**src/rtl/i2cb_pkg.sv**
```systemverilog
package i2cb_pkg;

  localparam int UNIT_W = 6;

  localparam logic [2:0] OP_RECOVER = 3'd0;
  localparam logic [2:0] OP_START   = 3'd1;
  localparam logic [2:0] OP_STOP    = 3'd2;
  localparam logic [2:0] OP_WRITE   = 3'd3;
  localparam logic [2:0] OP_READ    = 3'd4;

  // per-unit wire action: *_set chooses whether the wire is updated
  typedef struct packed {
    logic scl_set;
    logic scl_low;
    logic sda_set;
    logic sda_low;
  } drive_t;

  function automatic drive_t mk_drive(logic ss, logic sl, logic ds, logic dl);
    drive_t d;
    d.scl_set = ss;
    d.scl_low = sl;
    d.sda_set = ds;
    d.sda_low = dl;
    return d;
  endfunction

  function automatic drive_t stop_drive(logic [1:0] s);
    case (s)
      2'd0:    return mk_drive(1'b1, 1'b1, 1'b0, 1'b0);
      2'd1:    return mk_drive(1'b0, 1'b0, 1'b1, 1'b1);
      2'd2:    return mk_drive(1'b1, 1'b0, 1'b0, 1'b0);
      default: return mk_drive(1'b0, 1'b0, 1'b1, 1'b0);
    endcase
  endfunction

  function automatic logic [UNIT_W-1:0] unit_count(logic [2:0] op);
    case (op)
      OP_RECOVER: return UNIT_W'(40);
      OP_START:   return UNIT_W'(3);
      OP_STOP:    return UNIT_W'(4);
      OP_WRITE,
      OP_READ:    return UNIT_W'(37);
      default:    return UNIT_W'(1);
    endcase
  endfunction

  function automatic logic is_byte_op(logic [2:0] op);
    return (op == OP_WRITE) || (op == OP_READ);
  endfunction

  function automatic drive_t unit_drive(logic [2:0] op, logic [UNIT_W-1:0] u,
                                        logic [7:0] wdata, logic ackn);
    logic [1:0] ph;
    logic [3:0] bitn;
    logic       lvl;
    ph   = u[1:0];
    bitn = u[5:2];
    case (op)
      OP_RECOVER: begin
        if (u >= UNIT_W'(36))
          return stop_drive(2'(u - UNIT_W'(36)));
        return mk_drive(1'b1, ~ph[1], (u != '0), 1'b0);
      end
      OP_START: begin
        if (u == UNIT_W'(0)) return mk_drive(1'b0, 1'b0, 1'b1, 1'b0);
        if (u == UNIT_W'(1)) return mk_drive(1'b1, 1'b0, 1'b0, 1'b0);
        return mk_drive(1'b0, 1'b0, 1'b1, 1'b1);
      end
      OP_STOP:
        return stop_drive(u[1:0]);
      OP_WRITE, OP_READ: begin
        if (u == UNIT_W'(36)) return mk_drive(1'b1, 1'b1, 1'b0, 1'b0);
        case (ph)
          2'd0: return mk_drive(1'b1, 1'b1, 1'b0, 1'b0);
          2'd1: begin
            if (bitn < 4'd8)
              lvl = (op == OP_WRITE) ? wdata[3'd7 - bitn[2:0]] : 1'b1;
            else
              lvl = (op == OP_WRITE) ? 1'b1 : ackn;
            return mk_drive(1'b0, 1'b0, 1'b1, ~lvl);
          end
          2'd2:    return mk_drive(1'b1, 1'b0, 1'b0, 1'b0);
          default: return mk_drive(1'b0, 1'b0, 1'b0, 1'b0);
        endcase
      end
      default:
        return mk_drive(1'b0, 1'b0, 1'b0, 1'b0);
    endcase
  endfunction

  // SDA is captured at the end of these units
  function automatic logic unit_samples(logic [2:0] op, logic [UNIT_W-1:0] u);
    if (op == OP_WRITE) return (u == UNIT_W'(35));
    if (op == OP_READ)  return (u < UNIT_W'(32)) && (u[1:0] == 2'd2);
    return 1'b0;
  endfunction

endpackage

```
**src/rtl/i2cb_unit_timer.sv**
```systemverilog
module i2cb_unit_timer #(
  parameter int DIV_W = 16
) (
  input  logic             clk,
  input  logic             rst_n,
  input  logic             load,
  input  logic [DIV_W-1:0] div_in,
  input  logic             run,
  output logic             tick,
  output logic [DIV_W-1:0] div_q
);
  logic [DIV_W-1:0] cnt_q;

  assign tick = run && (cnt_q == '0);

  always_ff @(posedge clk or negedge rst_n) begin
    if (!rst_n) begin
      cnt_q <= '0;
      div_q <= '0;
    end else if (load) begin
      cnt_q <= div_in;
      div_q <= div_in;
    end else if (run) begin
      cnt_q <= (cnt_q == '0) ? div_q : cnt_q - 1'b1;
    end
  end
endmodule

```
**src/rtl/i2cb_sync.sv**
```systemverilog
module i2cb_sync #(
  parameter int   STAGES    = 2,
  parameter logic RESET_VAL = 1'b1
) (
  input  logic clk,
  input  logic rst_n,
  input  logic d,
  output logic q
);
  logic [STAGES-1:0] st;

  for (genvar i = 0; i < STAGES; i++) begin : g_stage
    always_ff @(posedge clk or negedge rst_n) begin
      if (!rst_n) st[i] <= RESET_VAL;
      else        st[i] <= (i == 0) ? d : st[(i == 0) ? 0 : i-1];
    end
  end

  assign q = st[STAGES-1];
endmodule

```
**src/rtl/i2cb_shifter.sv**
```systemverilog
module i2cb_shifter #(
  parameter int W = 8
) (
  input  logic         clk,
  input  logic         rst_n,
  input  logic         clr,
  input  logic         en,
  input  logic         din,
  output logic [W-1:0] q
);
  always_ff @(posedge clk or negedge rst_n) begin
    if (!rst_n)   q <= '0;
    else if (clr) q <= '0;
    else if (en)  q <= {q[W-2:0], din};
  end
endmodule

```
**src/rtl/i2c_bit_engine.sv**
```systemverilog
module i2c_bit_engine
  import i2cb_pkg::*;
#(
  parameter int DIV_W    = 16,
  parameter int SYNC_LEN = 2
) (
  input  logic             clk,
  input  logic             rst_n,
  input  logic             cmd_valid,
  output logic             cmd_ready,
  input  logic [2:0]       cmd_op,
  input  logic [7:0]       cmd_wdata,
  input  logic             cmd_ack_n,
  input  logic [DIV_W-1:0] cmd_div,
  input  logic             sda_i,
  output logic             scl_oe,
  output logic             sda_oe,
  output logic             done,
  output logic [7:0]       rx_byte,
  output logic             ack_n
);
  localparam int BYTE_W = 8;

  logic              busy_q;
  logic [2:0]        op_q;
  logic [7:0]        wdata_q;
  logic              ackn_q;
  logic [UNIT_W-1:0] unit_q;
  logic [DIV_W-1:0]  div_q;
  logic              tick;
  logic              sda_s;
  logic [BYTE_W-1:0] shift_q;

  // named events for the checker
  logic   accept;
  logic   last_unit;
  logic   finish;
  logic   smp_en;
  drive_t drv;

  assign cmd_ready = !busy_q;
  assign accept    = cmd_valid && cmd_ready;
  assign last_unit = (unit_q == unit_count(op_q) - UNIT_W'(1));
  assign finish    = tick && last_unit;
  assign smp_en    = tick && unit_samples(op_q, unit_q);
  assign drv       = accept ? unit_drive(cmd_op, '0, cmd_wdata, cmd_ack_n)
                            : unit_drive(op_q, unit_q + UNIT_W'(1), wdata_q, ackn_q);

  i2cb_unit_timer #(.DIV_W(DIV_W)) u_timer (
    .clk    (clk),
    .rst_n  (rst_n),
    .load   (accept),
    .div_in (cmd_div),
    .run    (busy_q),
    .tick   (tick),
    .div_q  (div_q)
  );

  i2cb_sync #(.STAGES(SYNC_LEN), .RESET_VAL(1'b1)) u_sync (
    .clk   (clk),
    .rst_n (rst_n),
    .d     (sda_i),
    .q     (sda_s)
  );

  i2cb_shifter #(.W(BYTE_W)) u_shift (
    .clk   (clk),
    .rst_n (rst_n),
    .clr   (accept),
    .en    (smp_en),
    .din   (sda_s),
    .q     (shift_q)
  );

  always_ff @(posedge clk or negedge rst_n) begin
    if (!rst_n) begin
      busy_q  <= 1'b0;
      op_q    <= '0;
      wdata_q <= '0;
      ackn_q  <= 1'b0;
      unit_q  <= '0;
      scl_oe  <= 1'b0;
      sda_oe  <= 1'b0;
      done    <= 1'b0;
      rx_byte <= '0;
      ack_n   <= 1'b0;
    end else begin
      done <= 1'b0;
      if (accept) begin
        busy_q  <= 1'b1;
        op_q    <= cmd_op;
        wdata_q <= cmd_wdata;
        ackn_q  <= cmd_ack_n;
        unit_q  <= '0;
        if (drv.scl_set) scl_oe <= drv.scl_low;
        if (drv.sda_set) sda_oe <= drv.sda_low;
      end else if (finish) begin
        busy_q <= 1'b0;
        done   <= 1'b1;
        if (op_q == OP_READ) begin
          rx_byte <= shift_q;
          ack_n   <= ackn_q;
        end else if (op_q == OP_WRITE) begin
          ack_n   <= shift_q[0];
        end else begin
          ack_n   <= 1'b0;
        end
      end else if (tick) begin
        unit_q <= unit_q + UNIT_W'(1);
        if (drv.scl_set) scl_oe <= drv.scl_low;
        if (drv.sda_set) sda_oe <= drv.sda_low;
      end
    end
  end
endmodule

```
**config.mk**
```make
export PLATFORM = sky130hd
export DESIGN_NAME = i2c_bit_engine
export DESIGN_NICKNAME = d
export VERILOG_FILES = /design/src/rtl/i2cb_pkg.sv /design/src/rtl/i2cb_unit_timer.sv /design/src/rtl/i2cb_sync.sv /design/src/rtl/i2cb_shifter.sv /design/src/rtl/i2c_bit_engine.sv
export SDC_FILE = /design/constraint.sdc
export NUM_CORES = 1
export LEC_CHECK = 0
export ABC_AREA = 1
export BUFFER_PORTS_ARGS = -buffer_cell sky130_fd_sc_hd__buf_2
export CAP_MARGIN = 20
export CORE_MARGIN = 3
export CORE_UTILIZATION = 56
export DETAILED_ROUTE_END_ITERATION = 8
export HOLD_SLACK_MARGIN = 0.12
export PLACE_DENSITY = 0.86
export SETUP_SLACK_MARGIN = 0.05
export SLEW_MARGIN = 25
export SYNTH_ARGS = -nofsm -noshare
export SYNTH_HDL_FRONTEND = slang
export SYNTH_HIERARCHICAL = 1
export SYNTH_SLANG_ARGS = --single-unit
```
**constraint.sdc**
```tcl
create_clock -name clk -period 3 [get_ports clk]
set_input_delay 0.45 -clock clk [delete_from_list [all_inputs] [get_ports clk]]
set_output_delay 0.45 -clock clk [all_outputs]
set_load 0.01 [all_outputs]
```
After elaboration in Yosys (flattened, before gate mapping)
Index checks and enable logic that the tools add are counted.
{"block": "totals", "reg_bits": 73, "inputBits": 32, "output_inout_bits": 13, "word_cells": 130}
{"block": "classes", "add_sub_neg": 5, "order_cmp": 4, "n_eq_ne": 18, "muxes": 63, "n_bitwise": 3, "reduce_logical": 22}
{"cell": "2-to-1 mux 16 bit", "n": 3}
{"cell": "2-to-1 mux 1 bit", "n": 39}
{"cell": "2-to-1 mux 4 bit", "n": 9}
{"cell": "case mux 4 bit (3 select lines)", "n": 3}
{"cell": "case mux 6 bit (4 select lines)", "n": 1}
{"cell": "2-to-1 mux 6 bit", "n": 3}
{"cell": "logical NOT 16 bit", "n": 1}
{"cell": "2-to-1 mux 8 bit", "n": 2}
{"cell": "case mux 4 bit (4 select lines)", "n": 1}
{"cell": "subtractor 16 x 1 -> 16 bit, second input constant", "n": 1}
{"cell": "== test 3 x 2 -> 1 bit, second input constant", "n": 4}
{"cell": "== test 6 bit, second input constant", "n": 2}
{"cell": "case mux 4 bit (2 select lines)", "n": 1}
{"cell": "nonzero test 2 bit", "n": 4}
{"cell": "adder 6 x 1 -> 6 bit, second input constant", "n": 1}
{"cell": "== test 2 bit, second input constant", "n": 3}
{"cell": "== test 3 x 1 -> 1 bit, second input constant", "n": 2}
{"cell": "== test 3 bit, second input constant", "n": 2}
{"cell": "== test 6 x 1 -> 1 bit, second input constant", "n": 1}
{"cell": "== test 6 bit", "n": 1}
{"cell": "greater-or-equal comparator 6 bit, second input constant", "n": 1}
{"cell": "logical NOT 3 bit", "n": 2}
{"cell": "logical NOT 6 bit", "n": 1}
{"cell": "less-than comparator 6 bit, second input constant", "n": 1}
{"cell": "17 further kinds", "n": 26}

Longest topological paths before layout
{"block": "logic_depth", "word_depth": 18, "mapped_depth": 17, "mapped_depth_nobuf": 16}

Cells and area by module
Netlist, hierarchy kept.
{"module": "i2c_bit_engine", "n_inst": 1, "cells_each": 282, "area_each_um2": 2052.0, "seq_area_each_um2": 775.7}
{"module": "i2cb_unit_timer", "n_inst": 1, "cells_each": 287, "area_each_um2": 2043.2, "seq_area_each_um2": 800.8}
{"module": "i2cb_shifter", "n_inst": 1, "cells_each": 35, "area_each_um2": 335.3, "seq_area_each_um2": 200.2}
{"module": "i2cb_sync", "n_inst": 1, "cells_each": 2, "area_each_um2": 52.6, "seq_area_each_um2": 52.6}

Least setup slack after synthesis
OpenSTA, ideal clock, no wires.
{"block": "synth_path", "kind": "flip-flop to flip-flop", "start": "register busy_q", "end": "register u_timer.cnt_q[3]", "setup_ns": 0.122, "arrival_ns": 2.094, "required_ns": 2.878, "path_slack_ns": 0.785, "stages_incl_launch_ff": 12, "path_cell_list": "dfrtp_1 -> inv_1 -> nand2_1 -> inv_1 -> clkbuf_1 -> buf_6 -> clkinv_1 -> nand2_4 -> buf_12 -> nand2_1 -> nand2_1 -> a21oi_2"}
{"block": "synth_between", "elab_chain_len": 3, "word_cells_on_any_way": 4}
{"item": "start: declaration", "line": "i2c_bit_engine.sv:24", "text": "logic busy_q;"}
{"item": "start signal: assignment", "line": "i2c_bit_engine.sv:77", "text": "busy_q <= 1'b0;"}
{"item": "start signal: assignment", "line": "i2c_bit_engine.sv:90", "text": "busy_q <= 1'b1;"}
{"item": "start signal: assignment", "line": "i2c_bit_engine.sv:98", "text": "busy_q <= 1'b0;"}
{"item": "logical NOT 1 bit (*)", "line": "i2c_bit_engine.sv:41", "text": "assign cmd_ready = !busy_q;"}
{"item": "named net cmd_ready", "line": "i2c_bit_engine.sv:10", "text": "output logic cmd_ready,"}
{"item": "logical AND 1 bit (*)", "line": "i2c_bit_engine.sv:42", "text": "assign accept = cmd_valid && cmd_ready;"}
{"item": "named net accept", "line": "i2c_bit_engine.sv:35", "text": "logic accept;"}
{"item": "2-to-1 mux 16 bit or nonzero test 2 bit (tied branches)"}
{"item": "end signal: assignment", "line": "i2cb_unit_timer.sv:21", "text": "cnt_q <= div_in;"}
{"item": "end signal: assignment", "line": "i2cb_unit_timer.sv:24", "text": "cnt_q <= (cnt_q == '0) ? div_q : cnt_q - 1'b1;"}
{"item": "end: declaration", "line": "i2cb_unit_timer.sv:12", "text": "logic [DIV_W-1:0] cnt_q;"}
The timed path passes the listed nets; every way through them passes the cells marked *.
A chain may end at the register's enable or synchronous reset.

Worst setup path in the final report
{"block": "layout_path", "start": "register u_timer.cnt_q[0]", "end": "register ack_n"}
{"block": "layout_between", "elab_chain_len": 4}
{"item": "logical NOT 16 bit", "line": "i2cb_unit_timer.sv:14", "text": "assign tick = run && (cnt_q == '0);"}
{"item": "logical AND 1 bit", "line": "i2cb_unit_timer.sv:14"}
{"item": "named net tick", "line": "i2c_bit_engine.sv:30", "text": "logic tick;"}
{"item": "logical AND 1 bit", "line": "i2c_bit_engine.sv:44", "text": "assign finish = tick && last_unit;"}
{"item": "AND reduction 2 bit (no source line)"}
{"item": "end signal: assignment", "line": "i2c_bit_engine.sv:102", "text": "ack_n <= ackn_q;"}
{"item": "end signal: assignment", "line": "i2c_bit_engine.sv:104", "text": "ack_n <= shift_q[0];"}
{"item": "end: declaration", "line": "i2c_bit_engine.sv:20", "text": "output logic ack_n"}
The timed path passes the listed nets, and every way through them passes these cells.

==> results.tsv <==
metric	value	unit
CP max-delay cell	dfrtp_1	
hold violation count in the final report	0	
CP startpoint kind	register	
total die area	0.00912	sq mm
flops & latches, synth	73	
Clk pin slew, worst setup/hold paths	90	ps
actual slew at the worst max-slew pin	600	ps
CP endpoint kind	register	
count leader, synth	nand2_1	
layout net count	693	
Syn Std Cell Area	0.00448	sq mm
power per cell area	569	mW/mm^2
grt met3 use	6.55	%
Req. time, crit path	3270	ps
Die X	95.5	um
DR vias	4031	
P&R area growth vs syn	10.9	%
initial antenna violation count	0	
top_reg_cell synth	dfrtp_1	
setup_tns	0	ps
remaining antenna violation count after routing	0	
Initial DRC Count	139	
sequential area share after synthesis	40.8	%
Core ar.	0.00752	sq mm
GRT Max-Usage Layer	met2	
Worst slew margin	60.0	%
Final Wtd Congestion	0.924	
vias per cell	5.33	
Min-Delay Path Class	input port to register	
Leak	2.70	nW
clock sinks	73	
Avg WL per Cell	13.2	um
Starting Density	59.6	%
Syn Nets	647	
GR Util met2	41.5	%
layout cells sized above 1	21.2	%
clock skew	10.0	ps
Crit Path Max Fanout	14	
final worst path period need	2430	ps
critical path's top delay family	simple AND/OR/NAND/NOR gates	
drt total wl	9.96	mm
FMAX	411	MHz
overall routing resource usage	23.7	%
clock root buffer	clkbuf_8	
CTS tree	done	
max incr delay on CP	410	ps
IO Count	45	
HPWL after detailed placement	7.37	mm
Ys Warns	6	
post-CTS setup buffers	0	
Synth area leaders	dfrtp_1 40%, nand2_1 19%, nand3_1 6.0%	
final core utilization	66.0	%
clk_lat worst skew	350	ps
VDD IR max	292	uV
drt pass-1 iters	5	
largest net degree at the start of global routing	30	
Synth top area share	39.6	%
port buffer count	44	
Remaining DRCs	0	
synth unique cells	38	
Clock Path Buffers	2	
Setup Viol. Count Final	0	
Die Ht	95.5	um
EDFF count, synth	0	
# rows	31	
post-synthesis average cell area	7.40	sq um
maxcap violations	0	
total grt overflow	0	
CTS Buf Count	9	
Crit Path Category	register to register	
worst-path cell chain	inv_1, ha_1, nand2_2, nor2_4, nand3_4, nor2_1, nand2_1, nor2_1, nand2_1, nor3_2, nand3_2, inv_2, nand2_2, o211ai_1	
post-synth top area cell	dfrtp_1	
worst path arrival time	2710	ps
Synth async-reset ratio	100	%
grt met1 use	26.9	%
Cells after Synth	606	
first-pass GRT wire length	17.0	mm
antenna cells	0	
crit share post-route	81.2	%
htree depth	3	
vias in the first global route	3983	
buffer and inverter count on the worst path	2	
RSZ-0062 raised after global routing	false	
run status	finished clean	
Slew Viols, Final	0	
most common library cells after synthesis	222 x nand2_1, 71 x dfrtp_1, 55 x nor2_1	
[flip-flops by register name, summed over array words and instances, names as in the netlist, 3 cells and up]
signal         count
op_q               3
rx_byte            8
u_shift/q          8
u_timer/cnt_q     16
u_timer/div_q     16
unit_q             6
wdata_q            8
[cell usage in the layout, fill, tap and decap left out, types with 2 or more instances in the layout]
cell      netlist  routed
a21oi_1        27      27
a21oi_2         9       9
buf_2           1      44
buf_4           3       7
clkbuf_8        0       9
clkinv_1        2       2
clkinv_4        0       3
dfrtp_1        71      71
dfstp_2         2       2
ha_1            9       9
inv_1          47      47
inv_2           5       5
inv_6           0       2
nand2_1       222     222
nand2_2        15      15
nand2_4         3       3
nand3_1        54      54
nand3_2        12      12
nand3_4         2       2
nand4_1         4       4
nor2_1         55      55
nor2_2          9       9
nor2_4          4       4
nor3_1          3       3
o21ai_0        12      12
o21ai_2         7       7
xnor2_1         2       2
xor2_1          4       4
[repair_timing]
action,in CTS,in global routing
resized for setup,0,0
endpoints found under the hold margin,24,0
hold buffers,1,0
[cell families (layout without fill, tap and decap cells)]
| logic type | count (synthesis) | count (layout) | synth area share, % |
|---|---|---|---|
| AND/OR/NAND/NOR | 388 | 388 | 39.8 |
| XOR/XNOR | 6 | 6 | 1.17 |
| AO/OA/AOI/OAI | 58 | 58 | 8.01 |
| flip-flops | 73 | 73 | 40.8 |
| buffers and inverters | 72 | 123 | 7.68 |
| adder cells (fa/ha/maj) | 9 | 9 | 2.51 |
[final timing paths]
kind	slack, ps	end	cells after the start	from
max in group asynchronous	1620	u_timer/div_q[8]	3	rst_n
max	570	ack_n	14	u_timer/cnt_q[0]
min reg2reg	370	u_sync/q	0	u_sync/st[0]
min in group asynchronous	620	u_shift/q[3]	2	rst_n
min	190	u_sync/st[0]	1	sda_i
max reg2reg	570	ack_n	14	u_timer/cnt_q[0]
[worst register-to-register path: stages, from the launching register on]
cell      delay, ps
dfrtp_1         410
inv_1           140
ha_1            220
nand2_2          80
nor2_4          120
nand3_4         190
nor2_1          190
nand2_1          70
nor2_1          100
nand2_1          70
nor3_2          120
nand3_2         130
inv_2           180
nand2_2         150
o211ai_1        190
[area by class of cell]
type | instances | area [sq um]
clock buffers | 9 | 124
clock inverters | 7 | 85.1
fillers | 655 | 2550
inverters | 55 | 209
multi-input cells | 461 | 2320
flip-flops and latches | 73 | 1830
well taps | 99 | 124
repair buffers | 52 | 283
[metrics by stage]
step	cells	area [sq um]	setup WS (ps)	hold slack (ps)	power, W
detailed placement	739	4750	560	354	0.00204
finish	756	4970	565	189	0.00283
global route	756	4970	244	157	0.00303
global placement	739	4750	710	345	0.00199
floorplan	606	4480	785	154	0.00184
CTS	756	4970	542	177	0.00285
[metal layers]
layer	wire [um]	share of wire [%]
met3	472	4.7
met4	275	2.8
met1	4120	41
met2	5090	51
met5	0	0
[power by group]
group / total [W] / internal, W / switching, W
Combinational: 0.000736 / 0.000294 / 0.000442
Sequential: 0.00129 / 0.00112 / 0.000169
Clock: 0.000807 / 0.000400 / 0.000407
Total: 0.00283 / 0.00181 / 0.00102
Power figures use the tool's default switching activity.
